===== src/rtl/spi_txq_pkg.sv =====
package spi_txq_pkg;

  localparam int HALF_W = 16;
  localparam int WORD_W = 32;

  localparam logic [1:0] A_TXWR = 2'd0;
  localparam logic [1:0] A_STAT = 2'd1;
  localparam logic [1:0] A_RXPOP = 2'd2;
  localparam logic [1:0] A_RXPEEK = 2'd3;

  localparam int ST_TXNF = 0;
  localparam int ST_RXNE = 1;
  localparam int ST_OVF = 2;
  localparam int ST_URF = 3;

  typedef enum logic [1:0] {
    WK_NONE = 2'd0,
    WK_BYTE = 2'd1,
    WK_HALF = 2'd2,
    WK_WORD = 2'd3
  } wr_kind_e;

  function automatic wr_kind_e classify(input logic [3:0] strb);
    if (strb == 4'b1111) return WK_WORD;
    else if (strb[1:0] == 2'b11) return WK_HALF;
    else if (strb != 4'b0000) return WK_BYTE;
    else return WK_NONE;
  endfunction

  function automatic logic [HALF_W-1:0] pick_data(input wr_kind_e k,
                                                  input logic [WORD_W-1:0] wd);
    if (k == WK_BYTE) return {8'h00, wd[7:0]};
    else return wd[HALF_W-1:0];
  endfunction

  function automatic logic [HALF_W-1:0] next_ctrl(input wr_kind_e k,
                                                  input logic [WORD_W-1:0] wd,
                                                  input logic [HALF_W-1:0] held);
    if (k == WK_WORD && wd[WORD_W-1:HALF_W] != '0) return wd[WORD_W-1:HALF_W];
    else return held;
  endfunction

  function automatic logic [3:0] ctrl_len_m1(input logic [HALF_W-1:0] c);
    return c[3:0];
  endfunction

  function automatic logic [1:0] ctrl_sel(input logic [HALF_W-1:0] c);
    return c[5:4];
  endfunction

endpackage


===== src/rtl/spi_txq_fifo.sv =====
module spi_txq_fifo #(
  parameter int W = 32,
  parameter int DEPTH = 8
) (
  input  logic         clk,
  input  logic         rst_n,
  input  logic         push,
  input  logic [W-1:0] din,
  input  logic         pop,
  output logic [W-1:0] dout,
  output logic         full,
  output logic         empty
);
  localparam int PW = (DEPTH > 1) ? $clog2(DEPTH) : 1;
  localparam int CW = $clog2(DEPTH + 1);
  localparam logic [PW-1:0] LAST = PW'(DEPTH - 1);
  localparam logic [CW-1:0] FULLCNT = CW'(DEPTH);

  logic [W-1:0]  mem [DEPTH];
  logic [PW-1:0] wptr, rptr;
  logic [CW-1:0] cnt;
  logic          do_push, do_pop;

  function automatic logic [PW-1:0] bump(input logic [PW-1:0] p);
    return (p == LAST) ? '0 : p + 1'b1;
  endfunction

  assign full    = (cnt == FULLCNT);
  assign empty   = (cnt == '0);
  assign do_push = push && !full;
  assign do_pop  = pop && !empty;
  assign dout    = mem[rptr];

  always_ff @(posedge clk) begin
    if (do_push) mem[wptr] <= din;
  end

  always_ff @(posedge clk or negedge rst_n) begin
    if (!rst_n) begin
      wptr <= '0;
      rptr <= '0;
      cnt  <= '0;
    end else begin
      if (do_push) wptr <= bump(wptr);
      if (do_pop) rptr <= bump(rptr);
      case ({do_push, do_pop})
        2'b10:   cnt <= cnt + 1'b1;
        2'b01:   cnt <= cnt - 1'b1;
        default: cnt <= cnt;
      endcase
    end
  end
endmodule


===== src/rtl/spi_txq_ctrl.sv =====
module spi_txq_ctrl
  import spi_txq_pkg::*;
(
  input  logic              clk,
  input  logic              rst_n,
  input  logic              wr_req,
  input  logic [3:0]        wstrb,
  input  logic [WORD_W-1:0] wdata,
  input  logic              tx_full,
  output logic              push,
  output logic [WORD_W-1:0] push_entry,
  output logic              ovf_evt,
  output logic [HALF_W-1:0] held_ctrl
);
  wr_kind_e          kind;
  logic [HALF_W-1:0] ctrl_now;
  logic              takes;

  assign kind       = classify(wstrb);
  assign takes      = wr_req && (kind != WK_NONE);
  assign push       = takes && !tx_full;
  assign ovf_evt    = takes && tx_full;
  assign ctrl_now   = next_ctrl(kind, wdata, held_ctrl);
  assign push_entry = {ctrl_now, pick_data(kind, wdata)};

  always_ff @(posedge clk or negedge rst_n) begin
    if (!rst_n) held_ctrl <= '0;
    else if (push) held_ctrl <= ctrl_now;
  end
endmodule


===== src/rtl/spi_txq_regs.sv =====
module spi_txq_regs
  import spi_txq_pkg::*;
(
  input  logic              clk,
  input  logic              rst_n,
  input  logic              bus_rd,
  input  logic [1:0]        bus_addr,
  input  logic [1:0]        sts_clr,
  input  logic              ovf_evt,
  input  logic              tx_full,
  input  logic              rx_empty,
  input  logic [HALF_W-1:0] rx_head,
  output logic              rx_pop,
  output logic              urf_evt,
  output logic              sts_ovf,
  output logic              sts_urf,
  output logic [WORD_W-1:0] bus_rdata
);
  logic              pop_req;
  logic [HALF_W-1:0] head_vis;
  logic [3:0]        sts;

  assign pop_req  = bus_rd && (bus_addr == A_RXPOP);
  assign rx_pop   = pop_req && !rx_empty;
  assign urf_evt  = pop_req && rx_empty;
  assign head_vis = rx_empty ? '0 : rx_head;

  always_comb begin
    sts = '0;
    sts[ST_TXNF] = !tx_full;
    sts[ST_RXNE] = !rx_empty;
    sts[ST_OVF]  = sts_ovf;
    sts[ST_URF]  = sts_urf;
  end

  always_comb begin
    case (bus_addr)
      A_STAT:   bus_rdata = {28'h0, sts};
      A_RXPOP:  bus_rdata = {16'h0, head_vis};
      A_RXPEEK: bus_rdata = {16'h0, head_vis};
      default:  bus_rdata = '0;
    endcase
  end

  always_ff @(posedge clk or negedge rst_n) begin
    if (!rst_n) begin
      sts_ovf <= 1'b0;
      sts_urf <= 1'b0;
    end else begin
      if (ovf_evt) sts_ovf <= 1'b1;
      else if (sts_clr[0]) sts_ovf <= 1'b0;
      if (urf_evt) sts_urf <= 1'b1;
      else if (sts_clr[1]) sts_urf <= 1'b0;
    end
  end
endmodule


===== src/rtl/spi_txq_port.sv =====
module spi_txq_port
  import spi_txq_pkg::*;
#(
  parameter int TX_DEPTH = 8,
  parameter int RX_DEPTH = 8
) (
  input  logic        clk,
  input  logic        rst_n,
  input  logic        bus_wr,
  input  logic        bus_rd,
  input  logic [1:0]  bus_addr,
  input  logic [31:0] bus_wdata,
  input  logic [3:0]  bus_wstrb,
  output logic [31:0] bus_rdata,
  output logic        txq_valid,
  input  logic        txq_ready,
  output logic [31:0] txq_data,
  output logic [3:0]  txq_len_m1,
  output logic [1:0]  txq_sel,
  input  logic        rxq_valid,
  output logic        rxq_ready,
  input  logic [15:0] rxq_data
);
  logic              tx_wr_req, tx_push, tx_full, tx_empty, ovf_evt;
  logic [WORD_W-1:0] push_entry, tx_head;
  logic [HALF_W-1:0] held_ctrl, rx_head;
  logic              rx_full, rx_empty, rx_pop, urf_evt, sts_ovf, sts_urf;
  logic [1:0]        sts_clr;

  assign tx_wr_req = bus_wr && (bus_addr == A_TXWR);
  assign sts_clr   = (bus_wr && bus_addr == A_STAT) ?
                     bus_wdata[ST_URF:ST_OVF] : 2'b00;

  spi_txq_ctrl u_ctrl (
    .clk(clk), .rst_n(rst_n), .wr_req(tx_wr_req), .wstrb(bus_wstrb),
    .wdata(bus_wdata), .tx_full(tx_full), .push(tx_push),
    .push_entry(push_entry), .ovf_evt(ovf_evt), .held_ctrl(held_ctrl)
  );

  spi_txq_fifo #(.W(WORD_W), .DEPTH(TX_DEPTH)) u_txf (
    .clk(clk), .rst_n(rst_n), .push(tx_push), .din(push_entry),
    .pop(txq_ready), .dout(tx_head), .full(tx_full), .empty(tx_empty)
  );

  spi_txq_fifo #(.W(HALF_W), .DEPTH(RX_DEPTH)) u_rxf (
    .clk(clk), .rst_n(rst_n), .push(rxq_valid), .din(rxq_data),
    .pop(rx_pop), .dout(rx_head), .full(rx_full), .empty(rx_empty)
  );

  spi_txq_regs u_regs (
    .clk(clk), .rst_n(rst_n), .bus_rd(bus_rd), .bus_addr(bus_addr),
    .sts_clr(sts_clr), .ovf_evt(ovf_evt), .tx_full(tx_full),
    .rx_empty(rx_empty), .rx_head(rx_head), .rx_pop(rx_pop),
    .urf_evt(urf_evt), .sts_ovf(sts_ovf), .sts_urf(sts_urf),
    .bus_rdata(bus_rdata)
  );

  assign txq_valid  = !tx_empty;
  assign txq_data   = tx_head;
  assign txq_len_m1 = ctrl_len_m1(tx_head[WORD_W-1:HALF_W]);
  assign txq_sel    = ctrl_sel(tx_head[WORD_W-1:HALF_W]);
  assign rxq_ready  = !rx_full;
endmodule


===== config.mk =====
export PLATFORM = sky130hd
export DESIGN_NAME = spi_txq_port
export DESIGN_NICKNAME = d
export VERILOG_FILES = /design/src/rtl/spi_txq_pkg.sv /design/src/rtl/spi_txq_fifo.sv /design/src/rtl/spi_txq_ctrl.sv /design/src/rtl/spi_txq_regs.sv /design/src/rtl/spi_txq_port.sv
export SDC_FILE = /design/constraint.sdc
export NUM_CORES = 1
export LEC_CHECK = 0
export BUFFER_PORTS_ARGS = -buffer_cell sky130_fd_sc_hd__buf_2
export CAP_MARGIN = 25
export CELL_PAD_IN_SITES_DETAIL_PLACEMENT = 1
export CELL_PAD_IN_SITES_GLOBAL_PLACEMENT = 2
export CORE_ASPECT_RATIO = 1.75
export CORE_UTILIZATION = 40
export CTS_CLUSTER_DIAMETER = 100
export DETAILED_ROUTE_END_ITERATION = 16
export PLACE_DENSITY_LB_ADDON = 0.1
export SYNTH_ARGS = -nofsm -noshare
export SYNTH_HDL_FRONTEND = slang
export SYNTH_SLANG_ARGS = --single-unit

===== constraint.sdc =====
create_clock -name clk -period 9.4 [get_ports clk]
set_clock_uncertainty 0.15 [all_clocks]
set_input_delay 0.94 -clock clk [delete_from_list [all_inputs] [get_ports clk]]
set_output_delay 0.94 -clock clk [all_outputs]
set_load 0.05 [all_outputs]

==> results.cfg <==
[synth]
post-synth-top-count-cell = edfxtp_1
netlist.area_leader.share = 0.6787
yosysWarningCount = 0
biggest_area_consumer_among_synthesized_cells = edfxtp_1
post_synth_most_frequent_cells = edfxtp_1 (384), mux4_2 (96), mux2_2 (61)
sequential_to_total_area_share_from_yosys_stat = 0.7347
synthFlopType = edfxtp_1
synthArstFlopShare = 0.09005
postSynthAreaPerCell_um2 = 20.85
synth.distinct_cells = 45
synthCells = 815
synth.ff_latch_count = 422
netlist_area_um2 = 16990
post_synth_main_area_contributors = edfxtp_1 (68%), mux4_2 (13%), dfrtp_1 (5.6%)
synth_enable_flop_cells = 384

[setup_path]
critPathRequiredTime_ps = 8310
critical_path.top_delay_family = buffers and inverters
crit_arrival_ps = 3240
cp-start-kind = flip-flop
path_buf_inv = 2
crit_chain = buf_4 > mux4_2 > mux2_2 > buf_2
worst_path_max_delay_cell = dfrtp_4
end_kind = output pin
critPathMaxStageDelay_ps = 810
cp_max_fo = 39
path_class = reg -> out

[cells_and_area]
fill_cells = 3942
postLayoutCoreUtil = 0.4680
layout.area.seq_um2 = 12490
fin_nets = 1030
final-instance-count-excl-fill = 1538
areaGrowthSynthToFinish_pct = 14.98
layout_cell_share_with_drive_strength_beyond_1 = 0.3890
multi_input_comb_area_um2 = 4277
fin_area_um2 = 19540

[sta]
layout_min_cycle_time_ps = 4326
worst_hold_margin_ps = 59.25
finalHoldViolCount = 0
setup_ws_ps = 5074
timing_worst_slew_pin_value_ps = 924.0
finalSetupTns_ps = 0
fmaxAchievable_mhz = 231.1
slew_headroom = 0.3840
setup_violations = 0
grt_setup_unrepaired = no
final-max-slew-violation-count = 0
timing.final.crit_share = 0.4602

[placed_design]
pre_cts_slack_ps = 5533
dp_cells = 1466
place.gp.congestion = 0.7252
placed_inst_area_um2 = 18310
dp_hpwl_um = 23120
port-buffer-count = 115

[clock_network]
post_cts_hold_buffer_count = 0
clock_tree.htree_level_count = 2
clockRootBuffer = clkbuf_16
path_clk_slew_ps = 60
numClockSinks = 422
numCtsBuffers = 40
cts_resized = 0
cts_max_path_buffers = 3
clock_latency_ps = 540
post-cts-setup-buffers = 0
cts_tree = built

[route]
detailedRoute.firstIterationViolations = 376
avgRoutedWirePerCell_um = 24.26
drc = 0
antenna_violating_nets_post_route = 0
routed_via_density = 5.217
drt_pass_1_iters = 4
vias = 8024
detail_route.wirelength_um = 37310

[power_and_ir_drop]
post-layout-total-power_mw = 6.029
power_density_nw_per_um2 = 308.6
power_leakage_nw = 6.723
vdd_ir_drop_max_mv = 0.1806

[die]
floorplan.die_area_um2 = 43340
floorplan.die.width_um = 157.8
floorplan.initialDensity = 0.4070
core_region_area_um2 = 41740
design.portCount = 132
floorplan.die.height_um = 274.6
core.rowCount = 99

[global_route]
grt_overall_usage = 0.1793
grt_max_degree = 40
via_count_of_the_first_global_routing_pass = 9204
number_of_antenna_violations_at_the_first_check_in_global_routing = 8
first_pass_grt_wire_length_um = 55870
grt_ovf = 0

[worst_hold_path]
min_delay_path_class = in -> async

[run_status]
run_status = completed

[job]
drv_cap = 0
## cells by family (layout without fill, tap and decap cells)
logic type | Yosys count | count (layout) | share of synthesized area
XOR/XNOR | 4 | 4 | 0.002062
multiplexers | 185 | 185 | 0.1871
AND/OR/NAND/NOR | 99 | 99 | 0.03314
flip-flops | 422 | 422 | 0.7347
adder cells (fa/ha/maj) | 16 | 16 | 0.01267
AO/OA/AOI/OAI | 20 | 20 | 0.006996
other | 1 | 17 | 0.0002207
buffers and inverters | 68 | 220 | 0.02312
## path summary, 6_finish.rpt
| path | start | endpoint | slack, ps | cells past startpoint |
|---|---|---|---|---|
| worst min-delay path | rst_n | u_ctrl.held_ctrl[1] | 60 | 1 |
| worst min register to register | u_ctrl.held_ctrl[9] | u_ctrl.held_ctrl[9] | 350 | 1 |
| worst max-delay path | u_txf.rptr[0] | txq_data[25] | 5070 | 4 |
| worst max register to register | u_rxf.cnt[0] | u_rxf.cnt[3] | 6360 | 7 |
| min in group clk | u_ctrl.held_ctrl[9] | u_ctrl.held_ctrl[9] | 350 | 1 |
| max in group asynchronous | rst_n | u_txf.rptr[0] | 8590 | 2 |
## power by group
group	internal, mW	switching, mW	total, mW
Combinational	0.794	1.25	2.04
Sequential	2.26	0.226	2.48
Clock	0.840	0.669	1.51
## worst reg2reg max path: cells and delay by family, from the launching register on
family	cells	cell delay (ps)
AND/OR/NAND/NOR	2	930
AO/OA/AOI/OAI	3	730
adder cells (fa/ha/maj)	2	670
flip-flops	1	450
## flip-flops by register name (all words and copies together) (netlist names)
signal            flops
u_rxf.rptr            3
u_regs.sts_ovf        1
u_txf.cnt             4
u_txf.wptr            3
u_txf.rptr            3
u_rxf.cnt             4
u_regs.sts_urf        1
u_txf.mem           256
u_ctrl.held_ctrl     16
u_rxf.mem           128
u_rxf.wptr            3
## area by class of cell
cell class / instances / share of cell area
flip-flops and latches: 422 / 0.6394
repair buffers: 137 / 0.04189
well taps: 555 / 0.03555
clock inverters: 21 / 0.008647
inverters: 13 / 0.002498
clock buffers: 49 / 0.05297
multi-input cells: 340 / 0.2189
diodes: 1 / 0.0001281
## layer usage
layer | track usage | vias up | share of wire
met5 | 0 | - | 0.0022
met4 | 0.06081 | 14 | 0.028
met3 | 0.03765 | 68 | 0.046
met2 | 0.3440 | 151 | 0.56
met1 | 0.1901 | 4240 | 0.36
li1 | - | 3551 | -
## layout by cell type, fill, tap and decap left out, types with 16 or more instances in the layout
| master | instances |
|---|---|
| mux2i_1 | 18 |
| dfrtp_1 | 33 |
| mux4_2 | 96 |
| mux2_2 | 61 |
| nor2_1 | 16 |
| buf_4 | 17 |
| buf_2 | 115 |
| nand2_1 | 19 |
| clkbuf_16 | 40 |
| edfxtp_1 | 384 |
| conb_1 | 16 |
Note: power is estimated with default switching activity, not from simulation.
